[src/rtl/rtc_irq_pkg.sv]
package rtc_irq_pkg;
  localparam int NUM_EVT  = 6;
  localparam int NUM_DAYS = 7;
  localparam int WDAY_W   = $clog2(NUM_DAYS);
  localparam int SEL_W    = 3;
  localparam int EVT_MIN  = 2;
  localparam int NUM_SRC  = 3;

  typedef enum logic [SEL_W-1:0] {
    PSEL_NONE  = 3'd0,
    PSEL_HALF  = 3'd1,
    PSEL_SEC   = 3'd2,
    PSEL_MIN   = 3'd3,
    PSEL_HOUR  = 3'd4,
    PSEL_DAY   = 3'd5,
    PSEL_MONTH = 3'd6,
    PSEL_SPARE = 3'd7
  } psel_e;

  // Selected rollover event: values 1..NUM_EVT pick bit (sel-1).
  function automatic logic period_hit(input logic [SEL_W-1:0] sel,
                                      input logic [NUM_EVT-1:0] evt);
    logic [SEL_W-1:0] idx;
    idx = sel - 3'd1;
    if (sel == PSEL_NONE || int'(sel) > NUM_EVT) return 1'b0;
    return evt[idx];
  endfunction

  // Day mask lookup; out-of-range weekday never matches.
  function automatic logic day_selected(input logic [NUM_DAYS-1:0] mask,
                                        input logic [WDAY_W-1:0] wday);
    if (int'(wday) >= NUM_DAYS) return 1'b0;
    return mask[wday];
  endfunction
endpackage

[src/rtl/rtc_alarm_cmp.sv]
module rtc_alarm_cmp
  import rtc_irq_pkg::*;
#(
  parameter int FIELD_W  = 8,
  parameter bit USE_WDAY = 1'b1
) (
  input  logic                minute_evt,
  input  logic [WDAY_W-1:0]   cur_wday,
  input  logic [FIELD_W-1:0]  cur_hour,
  input  logic [FIELD_W-1:0]  cur_min,
  input  logic [NUM_DAYS-1:0] set_days,
  input  logic [FIELD_W-1:0]  set_hour,
  input  logic [FIELD_W-1:0]  set_min,
  output logic                hit
);
  logic time_eq;
  logic day_ok;

  assign time_eq = (cur_hour == set_hour) && (cur_min == set_min);

  generate
    if (USE_WDAY) begin : g_wday
      assign day_ok = day_selected(set_days, cur_wday);
    end else begin : g_any_day
      logic unused_days;
      assign unused_days = ^{set_days, cur_wday};
      assign day_ok = 1'b1;
    end
  endgenerate

  assign hit = minute_evt && time_eq && day_ok;
endmodule

[src/rtl/rtc_irq_flag.sv]
module rtc_irq_flag (
  input  logic clk,
  input  logic rst_n,
  input  logic set_i,
  input  logic clr_i,
  output logic flag_o
);
  always_ff @(posedge clk or negedge rst_n) begin
    if (!rst_n)     flag_o <= 1'b0;
    else if (set_i) flag_o <= 1'b1;
    else if (clr_i) flag_o <= 1'b0;
  end
endmodule

[src/rtl/rtc_alarm_irq.sv]
module rtc_alarm_irq
  import rtc_irq_pkg::*;
#(
  parameter int FIELD_W = 8
) (
  input  logic                clk,
  input  logic                rst_n,
  input  logic [NUM_EVT-1:0]  time_evt,
  input  logic [WDAY_W-1:0]   cur_wday,
  input  logic [FIELD_W-1:0]  cur_hour,
  input  logic [FIELD_W-1:0]  cur_min,
  input  logic [NUM_DAYS-1:0] wk_days,
  input  logic [FIELD_W-1:0]  wk_hour,
  input  logic [FIELD_W-1:0]  wk_min,
  input  logic                wk_en,
  input  logic [FIELD_W-1:0]  dy_hour,
  input  logic [FIELD_W-1:0]  dy_min,
  input  logic                dy_en,
  input  logic [SEL_W-1:0]    per_sel,
  input  logic                per_halt,
  input  logic                wk_clr,
  input  logic                dy_clr,
  input  logic                per_clr,
  output logic                wk_flag,
  output logic                dy_flag,
  output logic                per_flag,
  output logic                irq_n
);
  // Named events for the checker.
  logic wk_hit, dy_hit, per_hit;
  logic [NUM_SRC-1:0] src_set, src_clr, src_flag, src_en;

  rtc_alarm_cmp #(.FIELD_W(FIELD_W), .USE_WDAY(1'b1)) u_wk_cmp (
    .minute_evt(time_evt[EVT_MIN]), .cur_wday(cur_wday),
    .cur_hour(cur_hour), .cur_min(cur_min),
    .set_days(wk_days), .set_hour(wk_hour), .set_min(wk_min),
    .hit(wk_hit)
  );

  rtc_alarm_cmp #(.FIELD_W(FIELD_W), .USE_WDAY(1'b0)) u_dy_cmp (
    .minute_evt(time_evt[EVT_MIN]), .cur_wday(cur_wday),
    .cur_hour(cur_hour), .cur_min(cur_min),
    .set_days({NUM_DAYS{1'b1}}), .set_hour(dy_hour), .set_min(dy_min),
    .hit(dy_hit)
  );

  assign per_hit = period_hit(per_sel, time_evt);

  assign src_set = {per_hit, dy_hit, wk_hit};
  assign src_clr = {per_clr, dy_clr, wk_clr};
  assign src_en  = {~per_halt, dy_en, wk_en};

  generate
    for (genvar s = 0; s < NUM_SRC; s++) begin : g_flag
      rtc_irq_flag u_flag (
        .clk(clk), .rst_n(rst_n),
        .set_i(src_set[s]), .clr_i(src_clr[s]),
        .flag_o(src_flag[s])
      );
    end
  endgenerate

  assign wk_flag  = src_flag[0];
  assign dy_flag  = src_flag[1];
  assign per_flag = src_flag[2];
  assign irq_n    = ~|(src_flag & src_en);
endmodule

[config.mk]
export PLATFORM = sky130hd
export DESIGN_NAME = rtc_alarm_irq
export DESIGN_NICKNAME = d
export VERILOG_FILES = /design/src/rtl/rtc_irq_pkg.sv /design/src/rtl/rtc_alarm_cmp.sv /design/src/rtl/rtc_irq_flag.sv /design/src/rtl/rtc_alarm_irq.sv
export SDC_FILE = /design/constraint.sdc
export NUM_CORES = 1
export LEC_CHECK = 0
export CAP_MARGIN = 20
export CELL_PAD_IN_SITES_DETAIL_PLACEMENT = 2
export CELL_PAD_IN_SITES_GLOBAL_PLACEMENT = 2
export CORE_UTILIZATION = 13
export CTS_BUF_LIST = sky130_fd_sc_hd__clkbuf_2
export CTS_CLUSTER_SIZE = 8
export DETAILED_ROUTE_END_ITERATION = 7
export PLACE_DENSITY = 0.92
export SLEW_MARGIN = 10
export SYNTH_ARGS = -nofsm -noshare
export SYNTH_HDL_FRONTEND = slang
export SYNTH_SLANG_ARGS = --single-unit
[constraint.sdc]
create_clock -name clk -period 2.3 [get_ports clk]
set_clock_uncertainty 0.2 [all_clocks]
set_input_delay 0.23 -clock clk [delete_from_list [all_inputs] [get_ports clk]]
set_output_delay 0.23 -clock clk [all_outputs]
set_load 0.02 [all_outputs]
==> results of run 1 <==
final timing paths:
check                      slack, ns  cells after the start                    start                      end
min reg2reg                     0.36                      2  g_flag[2].u_flag.flag_o  g_flag[2].u_flag.flag_o
min in group clk                0.36                      2  g_flag[2].u_flag.flag_o  g_flag[2].u_flag.flag_o
max in group asynchronous       1.74                      1                    rst_n  g_flag[0].u_flag.flag_o
max                             0.14                      6               per_sel[1]  g_flag[2].u_flag.flag_o
max reg2reg                     1.43                      2  g_flag[0].u_flag.flag_o  g_flag[0].u_flag.flag_o
min                             0.02                      1                    rst_n  g_flag[1].u_flag.flag_o
kinds of logic (layout without fill, tap and decap cells):
| kind of cell | after synthesis | in the layout | synth area share (%) |
|---|---|---|---|
| compound gates | 10 | 10 | 12.6 |
| mux | 5 | 5 | 9.62 |
| fa+ha+maj | 3 | 3 | 5.66 |
| xor+xnor | 32 | 32 | 42.3 |
| flops | 3 | 3 | 11.3 |
| simple gates | 17 | 17 | 15.1 |
| buf+inv | 6 | 91 | 3.40 |
final cells by class:
class / count / area [um2] / area share [%]
Timing Repair Buffer: 81 / 803 / 51.2
Sequential cell: 3 / 75.1 / 4.78
Tap cell: 67 / 83.8 / 5.34
Inverter: 6 / 22.5 / 1.43
Multi-Input combinational cell: 67 / 566 / 36.0
Clock buffer: 4 / 20.0 / 1.27
layout by cell type, fill, tap and decap left out, drive strengths merged, types with 2 or more instances in the layout:
master | synthesis | final
clkdlybuf4s50 | 0 | 78
xor2 | 30 | 30
inv | 6 | 6
nor4 | 6 | 6
clkbuf | 0 | 4
o22ai | 3 | 3
mux2i | 3 | 3
ha | 3 | 3
dfrtp | 3 | 3
buf | 0 | 3
nand2 | 2 | 2
xnor2 | 2 | 2
nor3 | 2 | 2
nand4 | 2 | 2
a221oi | 2 | 2
nand3b | 2 | 2
per-stage QoR:
stage               util [%]  hold slack (ns)
floorplan                  -           -0.266
global placement        32.2            0.232
detailed placement      32.2            0.234
CTS                     32.6           0.0112
global route            32.6           0.0100
finish                  32.6           0.0180
report_power, final:
| part | leakage (nW) | internal (mW) | switching [mW] | total (mW) |
|---|---|---|---|---|
| clock | 0.0166 | 0.0459 | 0.0257 | 0.0715 |
| sequential | 0.0395 | 0.0559 | 0.00124 | 0.0571 |
| combinational | 0.560 | 0.168 | 0.0849 | 0.253 |
critical path: stages:
cell and delay (ns):
clkdlybuf4s50_1 0.49, inv_1 0.07, ha_1 0.31, mux4_2 0.55, a221oi_2 0.27, o22ai_1 0.11
metal layers:
metal	global-route usage, %	vias to the layer above	share of wire [%]
met2	22.4	40	57
met4	5.34	0	1.9
met5	0	-	0
met3	1.92	4	6.3
met1	12.3	390	35
li1	-	441	-
==> results_dict.tcl, run 1 <==
set metrics [dict create \
    status "finished, final reports clean" \
    avgSynthCellArea_um2 8.73 \
    setup_viol 0 \
    n_antenna_cell 0 \
    startpoint_type "primary input" \
    dpl_cell_area_mm2 0.00155 \
    slew-limit-headroom_pct 73.4 \
    ys.warnings.count 0 \
    cp.arrival_ns 2.03 \
    cts_tree "yes" \
    end_kind "flop" \
    dp_slack_ns -0.0745 \
    start_util_pct 13.8 \
    final_cell_area_mm2 0.00157 \
    die_area_mm2 0.00539 \
    drive_gt1_share_pct 6.83 \
    cp_max_fo 2 \
    path_class "in2reg" \
    post-route-period-util_pct 94.0 \
    drt-pass1-iter-count 2 \
    yosysMostFrequentCell "xor2_1" \
    drt-initial-drc-count 5 \
    htree_levels 1 \
    period_needed_ns 2.16 \
    place_congestion 0.663 \
    synth_common_cells "xor2_1, inv_1, nor4_1" \
    io_pins 79 \
    clk_pin_slew_ns 0.04 \
    worst_ir_drop_vdd_v 0.0000722 \
    cts.path.max_buffers 2 \
    worst_slack_ns 0.138 \
    hold_path_class "in2async" \
    clk_latency_ns 0.20 \
    hpwl_mm 2.82 \
    rows 25 \
    grt_overflow_total 0 \
    drc 0 \
    grt_setup_unrepaired "no" \
    yosys-top-cells-area "xor2_1, dfrtp_1, ha_1, nor4_1, mux2i_1" \
    power.total_mw 0.382 \
    ant_nets 0 \
    top_regs "g_flag.u_flag.flag_o x3" \
    power.leakage_nw 0.616 \
    syn_area_um2 663 \
    wl_per_cell_um 12.9 \
    synth-edff-count 0 \
    fin_cells 228 \
    layout.nets 240 \
    synthArstFlopShare_pct 100 \
    max_freq_ghz 0.463 \
    die_w_um 73.4 \
    area_growth_pct 137 \
    antenna_found_initial 0 \
    routed_wirelength_mm 2.94 \
    synth-seq-area-share_pct 11.3 \
    synth_top_area_cell "xor2_1" \
    postCtsSetupBuffers 0 \
    fp.dieH_um 73.4 \
    cts_hold_buffers 0 \
    dp.cells 224 \
    synthDominantCellAreaShare_pct 39.6 \
    dr_total_vias 875 \
    synth_fp_nets 154 \
    fillers 557 \
    via_per_inst 3.84 \
    synth-main-ff-cell "dfrtp_1" \
    p_per_area_mw_per_mm2 243 \
    ys_ff_latch 3 \
    grt_max_degree 5 \
    drv_slew 0 \
    tightest_slew_ns 0.395 \
    fp.coreArea_mm2 0.00482 \
    largest_register_ffs 3 \
    grt_pass1_vias 1000 \
    finalHoldViolCount 0 \
    port_buffers 78 \
    gr-usage-all-layers_pct 11.7 \
    post_cts_resize_count 0 \
    setup-tns-final_ns 0 \
    clockRootBuffer "clkbuf_2" \
    synth_cells 76 \
    cts_made_buffers 3 \
    grt_first_pass_wirelength_mm 4.70 \
    clock_sinks 3 \
    required_ns 2.17 \
    synth_cell_types 23 \
    maxCapViolations 0 \
    max_flop_register "g_flag.u_flag.flag_o" \
]
(Power assumes the default switching activity.)
==> inputs of run 2 (changes only) <==
Settings changed: PLACE_DENSITY 0.92 to unset, PLACE_DENSITY_LB_ADDON set to 0.1.
==> run 2 against run 1 <==
Against the previous run:
- maximum frequency increased by 1.2%
- via count increased by 0.91%
- register-to-register slack about the same
- critical path depth unchanged
- first-iteration DRC count increased by 100%
- non-clock buffer count unchanged
- clock power increased by 3%
- sequential cell count unchanged
- final cell count unchanged
- critical endpoint unchanged
- hold slack improved by 0.0018 ns
- global-route usage decreased by 0.95 points
==> results_dict.tcl, run 2 (synthesis gave the netlist of run 1 again) <==
set metrics [dict create \
    clock_sinks 3 \
    routed_wirelength_mm 2.89 \
    drt-initial-drc-count 10 \
    cts_made_buffers 3 \
    p_clk_share_pct 19.2 \
    layout_common_cells "clkdlybuf4s50_1, xor2_1, inv_1, nor4_1, clkbuf_2" \
    drc 0 \
    postCtsSetupBuffers 0 \
    via_per_inst 3.87 \
    fp.coreArea_mm2 0.00482 \
    seqCellArea_um2 75.1 \
    worst_ir_drop_vdd_v 0.0000818 \
    hold_path_class "in2async" \
    post-route-util_pct 32.6 \
    rows 25 \
    clk_pin_slew_ns 0.05 \
    grt_setup_unrepaired "no" \
    io_pins 79 \
    pwr-share-comb_pct 65.8 \
    period_needed_ns 2.14 \
    n_antenna_cell 0 \
    final_cell_area_mm2 0.00157 \
    post-route-period-util_pct 92.9 \
    p_int_mw 0.269 \
    grt_overflow_total 0 \
    required_ns 2.17 \
    grt_pass1_vias 1043 \
    max_flop_register "g_flag.u_flag.flag_o" \
    dpl_cell_area_mm2 0.00155 \
    top_regs "g_flag.u_flag.flag_o x3" \
    end_kind "flop" \
    drt-pass1-iter-count 2 \
    maxCapViolations 0 \
    finalHoldViolCount 0 \
    drive_gt1_share_pct 6.83 \
    dr_total_vias 883 \
    p_switching_mw 0.112 \
    hpwl_mm 2.76 \
    status "finished, final reports clean" \
    wl_per_cell_um 12.7 \
    grt_first_pass_wirelength_mm 4.37 \
    multi_input_area_um2 566 \
    start_util_pct 13.8 \
    die_area_mm2 0.00539 \
    cp_slowest_cell "mux4_2" \
    port_buffers 78 \
    grt_max_degree 5 \
    cp.arrival_ns 2.00 \
    p_sw_share_pct 29.4 \
    critical-path-top-delay-family "buffers and inverters" \
    fp.dieH_um 73.4 \
    layout.nets 240 \
    path_cells "clkdlybuf4s50_1 -> inv_1 -> ha_1 -> mux4_2 -> a221oi_2 -> o22ai_1" \
    area_growth_pct 137 \
    clockRootBuffer "clkbuf_2" \
    fillers 565 \
    dp.cells 224 \
    slew-limit-headroom_pct 69.6 \
    place_congestion 0.691 \
    htree_levels 1 \
    power.leakage_nw 0.616 \
    cts_tree "yes" \
    setup_viol 0 \
    die_w_um 73.4 \
    cts.path.max_buffers 2 \
    p_per_area_mw_per_mm2 243 \
    cp_slowest_stage_delay_ns 0.54 \
    seq_power_share_pct 15.0 \
    gr-usage-all-layers_pct 10.7 \
    antenna_found_initial 0 \
    cts_hold_buffers 0 \
    power.total_mw 0.382 \
    post_cts_resize_count 0 \
    tightest_slew_ns 0.452 \
    setup-tns-final_ns 0 \
    path_class "in2reg" \
    ant_nets 0 \
    startpoint_type "primary input" \
    clk_latency_ns 0.20 \
    drv_slew 0 \
    mostFrequentLayoutCell "clkdlybuf4s50_1" \
    cp_max_fo 2 \
    max_freq_ghz 0.468 \
    fin_cells 228 \
    largest_register_ffs 3 \
    crit_buf_inv 2 \
]
-- run 2: cell counts in the layout (fill, tap and decap cells not counted) --
No cell type changed its count.
-- run 2: through the flow --
step                setup WS, ns  hold WS [ns]
global placement          0.0167         0.232
CTS                        0.158        0.0146
floorplan                  0.535        -0.266
finish                     0.163        0.0198
global route              0.0867        0.0141
detailed placement       -0.0565         0.240
-- run 2: path summary, 6_finish.rpt --
path | start | end | slack (ns) | cells after the start
max | per_sel[1] | g_flag[2].u_flag.flag_o | 0.16 | 6
min | rst_n | g_flag[1].u_flag.flag_o | 0.02 | 1
max reg2reg | g_flag[0].u_flag.flag_o | g_flag[0].u_flag.flag_o | 1.44 | 2
min reg2reg | g_flag[2].u_flag.flag_o | g_flag[2].u_flag.flag_o | 0.36 | 2
max in group asynchronous | rst_n | g_flag[2].u_flag.flag_o | 1.72 | 1
min in group clk | g_flag[2].u_flag.flag_o | g_flag[2].u_flag.flag_o | 0.36 | 2
-- run 2: layer usage --
layer	share of wire [%]	vias to the layer above	track usage (%)
met5	0	-	0
li1	-	441	-
met1	36	404	10.8
met4	0	0	0
met2	55	38	22.1
met3	8.3	0	3.70
-- run 2: layout make-up --
type / count / share of cell area (%)
repair buffers: 81 / 51.2
well taps: 67 / 5.34
multi-input cells: 67 / 36.0
clock buffers: 4 / 1.27
flip-flops and latches: 3 / 4.78
inverters: 6 / 1.43
-- run 2: power groups by stage --
stage | logic [mW] | clock network, mW | registers (mW)
after global placement | 0.249 | 0 | 0.0579
after global routing | 0.273 | 0.0818 | 0.0573
after floorplan | 0.0771 | 0 | 0.0616
after CTS | 0.256 | 0.0772 | 0.0572
after detailed placement | 0.255 | 0 | 0.0580
final | 0.251 | 0.0735 | 0.0571
==> inputs of run 3 (changes only) <==
Settings changed: CORE_MARGIN set to 3.
==> run 3 against run 2 <==
Against the previous run:
- wire length rose by 5.9%
- hold slack worse by 0.0096 ns
- non-clock buffer count stayed put
- largest power group unchanged
- register-to-register slack about the same
- sequential share of layout area unchanged
- critical path type unchanged
- maximum frequency rose by 0.21%
- design area did not move
- global-route usage decreased by 0.59 points
- total power up 0.60%
- largest cell class unchanged
==> results_dict.tcl, run 3 (synthesis gave the netlist of run 1 again) <==
set metrics [dict create \
    drt-pass1-iter-count 2 \
    drive_gt1_share_pct 6.83 \
    routed_wirelength_mm 3.06 \
    setup_viol 0 \
    gr-usage-all-layers_pct 10.1 \
    layout_common_cells "clkdlybuf4s50_1, xor2_1, inv_1, nor4_1, clkbuf_2" \
    clock_sinks 3 \
    post-route-util_pct 32.6 \
    postCtsSetupBuffers 0 \
    status "finished, final reports clean" \
    end_kind "flop" \
    dr_total_vias 899 \
    largest_register_ffs 3 \
    cp.arrival_ns 2.01 \
    p_sw_share_pct 29.8 \
    p_int_mw 0.269 \
    grt_setup_unrepaired "no" \
    clk_pin_slew_ns 0.04 \
    cp_slowest_cell "mux4_2" \
    cp_max_fo 2 \
    startpoint_type "primary input" \
    htree_levels 1 \
    via_per_inst 3.94 \
    path_class "in2reg" \
    worst_slack_ns 0.168 \
    path_cells "clkdlybuf4s50_1 -> inv_1 -> ha_1 -> mux4_2 -> a221oi_2 -> o22ai_1" \
    fp.coreArea_mm2 0.00482 \
    worst_ir_drop_vdd_v 0.0000777 \
    seqCellArea_um2 75.1 \
    fillers 573 \
    post-route-period-util_pct 92.7 \
    p_per_area_mw_per_mm2 245 \
    dp_slack_ns -0.0518 \
    clockRootBuffer "clkbuf_2" \
    post_cts_resize_count 0 \
    io_pins 79 \
    n_antenna_cell 0 \
    cts_made_buffers 3 \
    layout.nets 240 \
    finalHoldViolCount 0 \
    drc 0 \
    reg2reg_from "g_flag[0].u_flag.flag_o" \
    grt_max_degree 5 \
    grt_pass1_vias 1014 \
    hold_path_class "in2async" \
    antenna_found_initial 0 \
    setup-tns-final_ns 0 \
    area_growth_pct 137 \
    port_buffers 78 \
    power.total_mw 0.384 \
    power.leakage_nw 0.616 \
    clk_latency_ns 0.21 \
    slew-limit-headroom_pct 69.2 \
    grt_first_pass_wirelength_mm 4.82 \
    pwr-share-comb_pct 65.4 \
    tightest_slew_ns 0.458 \
    whs_ns 0.0102 \
    p_switching_mw 0.115 \
    hpwl_mm 2.97 \
    drt-initial-drc-count 6 \
    crit_start "per_sel[0]" \
    start_util_pct 13.8 \
    place_congestion 0.624 \
    max_flop_register "g_flag.u_flag.flag_o" \
    cts_tree "yes" \
    top_regs "g_flag.u_flag.flag_o x3" \
    p_clk_share_pct 19.7 \
    wl_per_cell_um 13.4 \
    rr_worst_depth 2 \
    die_area_mm2 0.00599 \
    cp_slowest_stage_delay_ns 0.55 \
    drv_slew 0 \
    maxCapViolations 0 \
    fp.dieH_um 77.4 \
    period_needed_ns 2.13 \
    seq_power_share_pct 14.9 \
    cts.path.max_buffers 2 \
    cts_hold_buffers 0 \
    multi_input_area_um2 566 \
    rows 25 \
    die_w_um 77.4 \
    mostFrequentLayoutCell "clkdlybuf4s50_1" \
    grt_overflow_total 0 \
    max_freq_ghz 0.469 \
    required_ns 2.18 \
    ant_nets 0 \
]
-- run 3: cell counts in the layout (fill, tap and decap cells not counted) --
Identical to the previous run, type by type.
-- run 3: cell type report --
cell class                 count  share of cell area, %
tap                           67                   5.34
sequential                     3                   4.78
multi-input combinational     67                   36.0
clock buffer                   4                   1.27
inverter                       6                   1.43
timing repair buffer          81                   51.2
-- run 3: final timing paths --
| check | slack [ns] | end |
|---|---|---|
| min in group clk | 0.35 | g_flag[1].u_flag.flag_o |
| max reg2reg | 1.43 | g_flag[0].u_flag.flag_o |
| min reg2reg | 0.35 | g_flag[1].u_flag.flag_o |
| max | 0.17 | g_flag[2].u_flag.flag_o |
| min | 0.01 | g_flag[1].u_flag.flag_o |
| max in group asynchronous | 1.74 | g_flag[2].u_flag.flag_o |
-- run 3: power groups by stage --
stage | Combinational, mW | Sequential (mW) | Clock [mW]
after CTS | 0.256 | 0.0572 | 0.0787
after global placement | 0.249 | 0.0579 | 0
after global routing | 0.273 | 0.0574 | 0.0834
after floorplan | 0.0771 | 0.0616 | 0
final | 0.251 | 0.0572 | 0.0756
after detailed placement | 0.255 | 0.0580 | 0
-- run 3: critical path: cells and delay by family --
kind	cells	cell delay (ns)
compound gates	2	0.39
fa+ha+maj	1	0.31
buf+inv	2	0.54
mux	1	0.55
-- run 3: metrics by stage --
stage          instances  area, um2
3_3_place_gp         224       1550
4_1_cts              228       1570
3_5_place_dp         224       1550
6_report             228       1570
5_1_grt              228       1570
2_1_floorplan         76        663
-- run 3: per-layer routing --
layer	wire (um)	global-route usage, %	part of all wire [%]	vias to the layer above
met5	0	0	0	-
met4	0	1.60	0	0
met3	284	4.29	9.3	0
met2	1670	19.3	54	42
met1	1110	10.4	36	413
li1	-	-	-	444
